File: src/rtl/nrzi_tx_pkg.sv
package nrzi_tx_pkg;
  typedef enum logic [1:0] {
    SYM_SE0 = 2'b00,
    SYM_J   = 2'b01,
    SYM_K   = 2'b10
  } sym_e;

  typedef enum logic [1:0] {
    ST_IDLE,
    ST_SYNC,
    ST_DATA,
    ST_EOP
  } st_e;

  typedef enum logic [1:0] {
    EMIT_IDLE,
    EMIT_BIT,
    EMIT_SE0,
    EMIT_J
  } emit_e;
endpackage

File: src/rtl/nrzi_tx_stuffer.sv
module nrzi_tx_stuffer #(
  parameter int STUFF_RUN = 6,
  localparam int RUN_W = $clog2(STUFF_RUN + 1)
) (
  input  logic             clk_i,
  input  logic             rst_ni,
  input  logic             count_en_i,
  input  logic             bit_valid_i,
  input  logic             bit_i,
  output logic             stuff_req_o,
  output logic [RUN_W-1:0] run_o
);
  logic [RUN_W-1:0] run_q, run_d;

  always_comb begin
    if (!count_en_i || !bit_valid_i) run_d = '0;
    else if (bit_i)                  run_d = run_q + 1'b1;
    else                             run_d = '0;
  end

  always_ff @(posedge clk_i or negedge rst_ni) begin
    if (!rst_ni) run_q <= '0;
    else         run_q <= run_d;
  end

  assign stuff_req_o = (run_q == RUN_W'(STUFF_RUN));
  assign run_o       = run_q;
endmodule

File: src/rtl/nrzi_tx_line.sv
module nrzi_tx_line
  import nrzi_tx_pkg::*;
(
  input  logic  clk_i,
  input  logic  rst_ni,
  input  emit_e emit_i,
  input  logic  bit_i,
  output sym_e  line_o,
  output logic  oe_o
);
  logic level_q;  // 0 = J, 1 = K
  logic lvl_n;

  assign lvl_n = bit_i ? level_q : ~level_q;

  always_ff @(posedge clk_i or negedge rst_ni) begin
    if (!rst_ni) begin
      level_q <= 1'b0;
      line_o  <= SYM_J;
      oe_o    <= 1'b0;
    end else begin
      unique case (emit_i)
        EMIT_BIT: begin
          level_q <= lvl_n;
          line_o  <= lvl_n ? SYM_K : SYM_J;
          oe_o    <= 1'b1;
        end
        EMIT_SE0: begin
          line_o <= SYM_SE0;
          oe_o   <= 1'b1;
        end
        EMIT_J: begin
          level_q <= 1'b0;
          line_o  <= SYM_J;
          oe_o    <= 1'b1;
        end
        default: begin
          level_q <= 1'b0;
          line_o  <= SYM_J;
          oe_o    <= 1'b0;
        end
      endcase
    end
  end
endmodule

File: src/rtl/nrzi_tx_ctrl.sv
module nrzi_tx_ctrl
  import nrzi_tx_pkg::*;
#(
  parameter int DATA_W         = 8,
  parameter int FS_SYNC_LEN    = 8,
  parameter int HS_SYNC_LEN    = 32,
  parameter int HS_EOP_LEN     = 8,
  parameter int HS_SOF_EOP_LEN = 40,
  parameter int FS_SE0_LEN     = 2,
  localparam int IDX_W = $clog2(DATA_W),
  localparam int CNT_W = $clog2(HS_SOF_EOP_LEN + HS_SYNC_LEN + 1)
) (
  input  logic              clk_i,
  input  logic              rst_ni,
  input  logic              hs_mode_i,
  input  logic              sof_i,
  input  logic [DATA_W-1:0] data_i,
  input  logic              valid_i,
  input  logic              stuff_req_i,
  output logic              ready_o,
  output emit_e             emit_o,
  output logic              bit_o,
  output logic              count_en_o,
  output logic              hs_o,
  output st_e               state_o
);
  localparam logic [IDX_W-1:0] IDX_LAST = IDX_W'(DATA_W - 1);

  st_e               state_q, state_d;
  logic              hs_q, hs_d, sof_q, sof_d;
  logic [DATA_W-1:0] shreg_q, shreg_d;
  logic [IDX_W-1:0]  idx_q, idx_d;
  logic [CNT_W-1:0]  cnt_q, cnt_d;
  logic [CNT_W-1:0]  sync_last, eop_last;

  assign sync_last = hs_q ? CNT_W'(HS_SYNC_LEN - 1) : CNT_W'(FS_SYNC_LEN - 1);
  assign eop_last  = sof_q ? CNT_W'(HS_SOF_EOP_LEN - 1) : CNT_W'(HS_EOP_LEN - 1);

  always_comb begin
    state_d    = state_q;
    hs_d       = hs_q;
    sof_d      = sof_q;
    shreg_d    = shreg_q;
    idx_d      = idx_q;
    cnt_d      = cnt_q;
    ready_o    = 1'b0;
    emit_o     = EMIT_IDLE;
    bit_o      = 1'b1;
    count_en_o = 1'b0;
    unique case (state_q)
      ST_IDLE: begin
        ready_o = 1'b1;
        if (valid_i) begin
          shreg_d = data_i;
          hs_d    = hs_mode_i;
          sof_d   = sof_i;
          cnt_d   = '0;
          idx_d   = '0;
          state_d = ST_SYNC;
        end
      end
      ST_SYNC: begin
        emit_o     = EMIT_BIT;
        count_en_o = 1'b1;
        bit_o      = (cnt_q == sync_last);
        cnt_d      = cnt_q + 1'b1;
        if (cnt_q == sync_last) begin
          cnt_d   = '0;
          state_d = ST_DATA;
        end
      end
      ST_DATA: begin
        emit_o     = EMIT_BIT;
        count_en_o = 1'b1;
        if (stuff_req_i) begin
          bit_o = 1'b0;
        end else begin
          bit_o = shreg_q[idx_q];
          if (idx_q == IDX_LAST) begin
            ready_o = 1'b1;
            idx_d   = '0;
            if (valid_i) shreg_d = data_i;
            else         state_d = ST_EOP;
          end else begin
            idx_d = idx_q + 1'b1;
          end
        end
      end
      ST_EOP: begin
        if (stuff_req_i) begin
          // run completed by the final data bit
          emit_o     = EMIT_BIT;
          bit_o      = 1'b0;
          count_en_o = 1'b1;
        end else if (hs_q) begin
          emit_o = EMIT_BIT;
          bit_o  = (cnt_q != '0);
          cnt_d  = cnt_q + 1'b1;
          if (cnt_q == eop_last) state_d = ST_IDLE;
        end else begin
          emit_o = (cnt_q < CNT_W'(FS_SE0_LEN)) ? EMIT_SE0 : EMIT_J;
          cnt_d  = cnt_q + 1'b1;
          if (cnt_q == CNT_W'(FS_SE0_LEN)) state_d = ST_IDLE;
        end
      end
      default: state_d = ST_IDLE;
    endcase
  end

  always_ff @(posedge clk_i or negedge rst_ni) begin
    if (!rst_ni) begin
      state_q <= ST_IDLE;
      hs_q    <= 1'b0;
      sof_q   <= 1'b0;
      shreg_q <= '0;
      idx_q   <= '0;
      cnt_q   <= '0;
    end else begin
      state_q <= state_d;
      hs_q    <= hs_d;
      sof_q   <= sof_d;
      shreg_q <= shreg_d;
      idx_q   <= idx_d;
      cnt_q   <= cnt_d;
    end
  end

  assign hs_o    = hs_q;
  assign state_o = state_q;
endmodule

File: src/rtl/nrzi_stuff_tx.sv
module nrzi_stuff_tx
  import nrzi_tx_pkg::*;
#(
  parameter int DATA_W         = 8,
  parameter int STUFF_RUN      = 6,
  parameter int FS_SYNC_LEN    = 8,
  parameter int HS_SYNC_LEN    = 32,
  parameter int HS_EOP_LEN     = 8,
  parameter int HS_SOF_EOP_LEN = 40,
  localparam int RUN_W = $clog2(STUFF_RUN + 1)
) (
  input  logic              clk_i,
  input  logic              rst_ni,
  input  logic              hs_mode_i,
  input  logic              sof_i,
  input  logic [DATA_W-1:0] data_i,
  input  logic              valid_i,
  output logic              ready_o,
  output logic [1:0]        line_o,
  output logic              oe_o
);
  emit_e            emit;
  logic             tx_bit, count_en, stuff_req, hs_lat;
  logic [RUN_W-1:0] run_cnt;
  st_e              state;
  sym_e             line_sym;

  nrzi_tx_ctrl #(
    .DATA_W(DATA_W), .FS_SYNC_LEN(FS_SYNC_LEN), .HS_SYNC_LEN(HS_SYNC_LEN),
    .HS_EOP_LEN(HS_EOP_LEN), .HS_SOF_EOP_LEN(HS_SOF_EOP_LEN), .FS_SE0_LEN(2)
  ) u_ctrl (
    .clk_i, .rst_ni, .hs_mode_i, .sof_i, .data_i, .valid_i,
    .stuff_req_i(stuff_req),
    .ready_o,
    .emit_o(emit),
    .bit_o(tx_bit),
    .count_en_o(count_en),
    .hs_o(hs_lat),
    .state_o(state)
  );

  nrzi_tx_stuffer #(.STUFF_RUN(STUFF_RUN)) u_stuff (
    .clk_i, .rst_ni,
    .count_en_i(count_en),
    .bit_valid_i(emit == EMIT_BIT),
    .bit_i(tx_bit),
    .stuff_req_o(stuff_req),
    .run_o(run_cnt)
  );

  nrzi_tx_line u_line (
    .clk_i, .rst_ni,
    .emit_i(emit),
    .bit_i(tx_bit),
    .line_o(line_sym),
    .oe_o
  );

  assign line_o = line_sym;
endmodule

File: config.mk
export PLATFORM = sky130hd
export DESIGN_NAME = nrzi_stuff_tx
export DESIGN_NICKNAME = d
export VERILOG_FILES = /design/src/rtl/nrzi_tx_pkg.sv /design/src/rtl/nrzi_tx_stuffer.sv /design/src/rtl/nrzi_tx_line.sv /design/src/rtl/nrzi_tx_ctrl.sv /design/src/rtl/nrzi_stuff_tx.sv
export SDC_FILE = /design/constraint.sdc
export NUM_CORES = 1
export LEC_CHECK = 0
export ABC_AREA = 1
export CAP_MARGIN = 30
export CORE_UTILIZATION = 30
export DETAILED_ROUTE_END_ITERATION = 16
export SLEW_MARGIN = 25
export SYNTH_ARGS = -nofsm -noshare
export SYNTH_HDL_FRONTEND = slang
export SYNTH_SLANG_ARGS = --single-unit
export TNS_END_PERCENT = 20
File: constraint.sdc
create_clock -name clk_i -period 3.8 [get_ports clk_i]
set_input_delay 0.38 -clock clk_i [delete_from_list [all_inputs] [get_ports clk_i]]
set_output_delay 0.38 -clock clk_i [all_outputs]
set_load 0.005 [all_outputs]
* Yosys cells after proc, flatten, opt, wreduce, memory -nomap -nowiden
Index checks and enable logic that the tools add are counted.
** Storage, ports and cells
- Bits in registers :: 29
- Output and inout bits :: 4
- Logic and storage cells :: 95
** Operators by class
- $add $sub $neg :: 3
- $lt $le $gt $ge :: 2
- Equal/unequal tests :: 19
- Multiplexer cells :: 46
- Bitwise gates (word level) :: 1
- Reductions and logical operators :: 14
** Operators with widths (number)
- $mux W2 :: 12
- $mux W8 :: 3
- $mux W7 :: 3
- $pmux W7 S3 :: 1
- $pmux W8 S2 :: 1
- $mux W3 :: 5
- $eq A7 B7 Y1 :: 2
- $mux W1 :: 10
- $reduce_and A3 Y1 :: 3
- $eq A2 B2 Y1 const B :: 4
- $ne A2 B2 Y1 const B :: 4
- $pmux W2 S2 :: 2
- $pmux W2 S4 :: 1
- $reduce_and A8 Y1 :: 1
- $add A7 B1 Y7 const B :: 1
- $eq A7 B2 Y1 const B :: 1
- $lt A7 B2 Y1 const B :: 1
- $reduce_bool A7 Y1 :: 1
- $add A3 B1 Y3 const B :: 2
- $eq A3 B3 Y1 const B :: 2
- $mux W6 :: 1
- $pmux W1 S2 :: 3
- $pmux W3 S2 :: 1
- $mux W5 :: 1
- other kinds (16) :: 19

* Depth between registers and ports, before layout
- Word-level depth :: 9
- Mapped depth :: 10
- Gate-level depth less buffers :: 10

* Modules after synthesis
Synthesis repeated with hierarchy kept, for this count alone.
** Second synthesis, totals
- Cell total of the unflattened synthesis :: 235
- Area total of the unflattened synthesis :: 1786.7 um2
** Modules (own cells, without submodules)
- nrzi_tx_ctrl :: instances 1, cells an instance 196, area each 1447.6 um2, seq. area each 550.5 um2
- nrzi_tx_line :: instances 1, cells an instance 20, area each 180.2 um2, seq. area each 101.3 um2
- nrzi_tx_stuffer :: instances 1, cells an instance 17, area each 148.9 um2, seq. area each 75.1 um2
- nrzi_stuff_tx :: instances 1, cells an instance 2, area each 10.0 um2, seq. area each 0.0 um2

* Least setup slack after synthesis
No wires, ideal clock.
- Path type :: reg-to-reg
- Start :: reg u_ctrl.idx_q[0]
- End :: reg u_ctrl.shreg_q[0]
- Setup time :: 0.125 ns
- Arrival :: 1.444 ns
- Required time :: 3.675 ns
- Slack :: 2.232 ns
- Stages on the path, launching flop included :: 7
- Cell sequence :: dfrtp_1 > ha_1 > ha_1 > inv_1 > nand2_1 > nand4_2 > mux2_2
** On the way
- Cells in the longest elaborated chain, start to end :: 3
** RTL lines
- start, declared :: RTL line nrzi_tx_ctrl.sv:32 : logic [IDX_W-1:0] idx_q, idx_d;
- start signal, assigned :: RTL line nrzi_tx_ctrl.sv:123 : idx_q <= idx_d;
- $eq A3 B3 Y1 :: RTL line nrzi_tx_ctrl.sv:79 : if (idx_q == IDX_LAST) begin
- $ne A2 B1 Y1 (no line)
- $reduce_and A3 Y1 (no line)
- end signal, assigned :: RTL line nrzi_tx_ctrl.sv:122 : shreg_q <= shreg_d;
- end, declared :: RTL line nrzi_tx_ctrl.sv:31 : logic [DATA_W-1:0] shreg_q, shreg_d;
Every way passes these cells.
A chain may end at the register's enable or synchronous reset.

* Worst setup path in the final report
- Start :: reg u_ctrl.state_q[0] (netlist: u_ctrl.state_o[0])
- End :: out ready_o
** On the way
- Cells in the longest elaborated chain, start to end :: 2
- Elaborated cells between the ends (all ways) :: 3
- Classes of those cells :: eq/ne: 1; mux: 1; reduce/logical: 1
** RTL lines
- start, declared :: RTL line nrzi_tx_ctrl.sv:29 : st_e state_q, state_d;
- start signal, assigned :: RTL line nrzi_tx_ctrl.sv:119 : state_q <= state_d;
- $eq A2 B2 Y1 or $logic_not A2 Y1 (tied branches) :: RTL line nrzi_tx_ctrl.sv:50 : unique case (state_q)
- $pmux W1 S2 * :: RTL line nrzi_tx_ctrl.sv:50
- end, declared :: RTL line nrzi_stuff_tx.sv:18 : output logic ready_o,
Mark *: on every way between the ends. The rest lies on a longest branch, timed or not.

==> flow_metrics.env <==
export IMPL_outcome="finished clean"
export IMPL_syn_num_nets=216
export IMPL_die_area_um2=5830
export IMPL_post_route_min_period_ns=2.19
export IMPL_ys_ff_latch=29
export IMPL_num_rows=26
export IMPL_grt_max_degree=30
export IMPL_dr_pass1_iters=4
export IMPL_core_area_um2=5200
export IMPL_critPathSlowestCell="clkdlybuf4s50_1"
export IMPL_via_count=1301
export IMPL_worst_path_max_fanout=9
export IMPL_worst_pin_slew_ns=0.357
export IMPL_die_w_um=76.3
export IMPL_cap_viol_max_count=0
export IMPL_synth_top_area_frac=0.423
export IMPL_portBuffers=16
export IMPL_num_io_pins=17
export IMPL_synth_area_um2=1660
export IMPL_rsz0062_at_grt="false"
export IMPL_grt_pass1_vias=1265
export IMPL_post_route_drc_count=0
export IMPL_ir_drop_uv=261
export IMPL_gp_congestion=0.768
export IMPL_synth_area_leader_cell="dfrtp_1"
export IMPL_path_clk_slew_ns=0.07
export IMPL_netlist_instances=192
export IMPL_critPathArrivalTime_ns=1.81
export IMPL_setup_violations=0
export IMPL_yosysSeqAreaShare=0.438
export IMPL_layout_commonest_cell="nand2_1"
export IMPL_max_slew_margin_rel=0.762
export IMPL_powerDensity_nw_per_um2=713
export IMPL_cp_slowest_stage_delay_ns=0.50
export IMPL_finalMaxSlewViolations=0
export IMPL_async_flop_share=1.00
export IMPL_hold_class="flop to flop"
export IMPL_synth_edf_count=0
export IMPL_fin_skew_ns=0.00735
export IMPL_grt_first_pass_wirelength_um=5730
export IMPL_synth_cell_types=28
export IMPL_cts_tree="done"
export IMPL_fin_cells=286
export IMPL_post_cts_resized=0
export IMPL_wire_per_inst_um=11.0
export IMPL_ys_flop_type="dfrtp_1"
export IMPL_clockBufferDepth=2
export IMPL_max_freq_ghz=0.458
export IMPL_endpoint_kind="output pin"
export IMPL_avgSynthCellArea_um2=8.63
export IMPL_grt_antenna_before_repair=0
export IMPL_setup_tns_ns=0
export IMPL_finalHoldViolations=0
export IMPL_layout_common_cells="37 x nand2_1, 28 x dfrtp_1, 26 x nand3_1"
export IMPL_ys_warn_count=0
export IMPL_postCtsHoldBufs=0
export IMPL_fin_util=0.383
export IMPL_antenna_cells=0
export IMPL_nets=239
export IMPL_vias_per_cell=4.55
export IMPL_root_buffer="clkbuf_8"
export IMPL_crit_chain="inv_1, ha_1, nand3_1, nand2_1, clkdlybuf4s50_1"
export IMPL_worst_slack_ns=1.61
export IMPL_multiInputGateArea_um2=822
export IMPL_htreeDepth=2
export IMPL_timing_final_crit_share=0.575
export IMPL_yosys_top_cells_area="dfrtp_1 42%, nand2_1 8.4%, ha_1 8.3%"
export IMPL_dp_cells=278
export IMPL_wl_um=3140
export IMPL_grt_overflow_total=0
export IMPL_clk_latency_ns=0.28
export IMPL_leakagePower_nw=0.943
export IMPL_antenna_left=0
export IMPL_drtIter0Drc=72
export IMPL_syn_to_final_growth_pct=20.2
export IMPL_die_y_um=76.3
export IMPL_grtUsageTotal=0.124
export IMPL_final_layout_size_suffix_gt1_frac=0.148
export IMPL_cts_setup_buffers=0
export IMPL_cts_made_buffers=5
export IMPL_path_class="flop to output pin"
export IMPL_required_ns=3.42
export IMPL_place_ws_ns=1.90
export IMPL_initial_core_util=0.319
export IMPL_dp_hpwl_um=2350
export IMPL_fillers=558
export IMPL_startpoint_type="flop"
export IMPL_finalPower_mw=1.42
export IMPL_ff_latch_area_um2=727
export IMPL_cts_sinks=29
[cell usage after synthesis (4+ instances only)]
cell type,instances
nand2_1,37
dfrtp_1,28
nand3_1,26
inv_1,24
nor2_1,13
ha_1,11
mux2_2,9
o21ai_0,8
nand4_1,5
a21oi_1,4
[per-layer routing]
layer	vias to the layer above	GRT usage	wire [µm]
li1	679	-	-
met1	602	0.158	1540
met2	14	0.199	1450
met3	6	0.0287	80
met4	0	0.0519	62
met5	-	0	0
[path summary, 6_finish.rpt]
path,slack (ns),cells past startpoint,from,to
max,1.61,5,u_ctrl.state_o[0],ready_o
min,0.47,1,u_stuff.run_o[0],u_stuff.run_o[0]
min in group asynchronous,0.48,2,rst_ni,u_ctrl.sof_q
max reg2reg,1.97,6,u_ctrl.state_o[0],u_ctrl.shreg_q[2]
max in group asynchronous,3.01,2,rst_ni,u_line.line_o[0]
min reg2reg,0.47,1,u_stuff.run_o[0],u_stuff.run_o[0]
[per-stage QoR]
| step | area (µm²) | hold slack, ns |
|---|---|---|
| detailed placement | 1910 | 0.463 |
| global route | 1990 | 0.505 |
| global placement | 1910 | 0.454 |
| CTS | 1990 | 0.471 |
| floorplan | 1660 | 0.0844 |
| finish | 1990 | 0.467 |
[where the power goes]
part           internal, mW  total [mW]  switching [mW]
Combinational         0.285       0.689           0.404
Clock                 0.126       0.244           0.118
Sequential            0.421       0.487          0.0661
[area by class of cell]
cell class,count,area share
clock buffer,5,0.0345
sequential,29,0.365
tap,70,0.0440
clock inverter,3,0.00879
inverter,27,0.0509
timing repair buffer,17,0.0842
multi-input combinational,135,0.413
[worst max-delay path: cells and delay by family, from the launching register on]
kind,cells,cell delay [ns]
adder cells (fa/ha/maj),1,0.34
flip-flops,1,0.41
AND/OR/NAND/NOR,2,0.19
buffers and inverters,2,0.59
[state kept, by name, summed over array words and instances, names as in the netlist]
name and flops:
u_line.line_o 2, u_ctrl.state_o 2, u_ctrl.shreg_q 8, u_stuff.run_o 3, u_ctrl.idx_q 3, u_ctrl.hs_o 1, u_ctrl.cnt_q 7, u_line.level_q 1
u_line.oe_o 1, u_ctrl.sof_q 1
[kinds of logic after synthesis]
kind of cell	share of synthesized area
DFF	0.438
and+or+nand+nor	0.272
xor gates and xnor gates	0.0211
buffers and inverters	0.0657
adders and majority gates	0.0830
muxes	0.0611
AOI/OAI and AO/OA	0.0589
(Power assumes the default switching activity.)
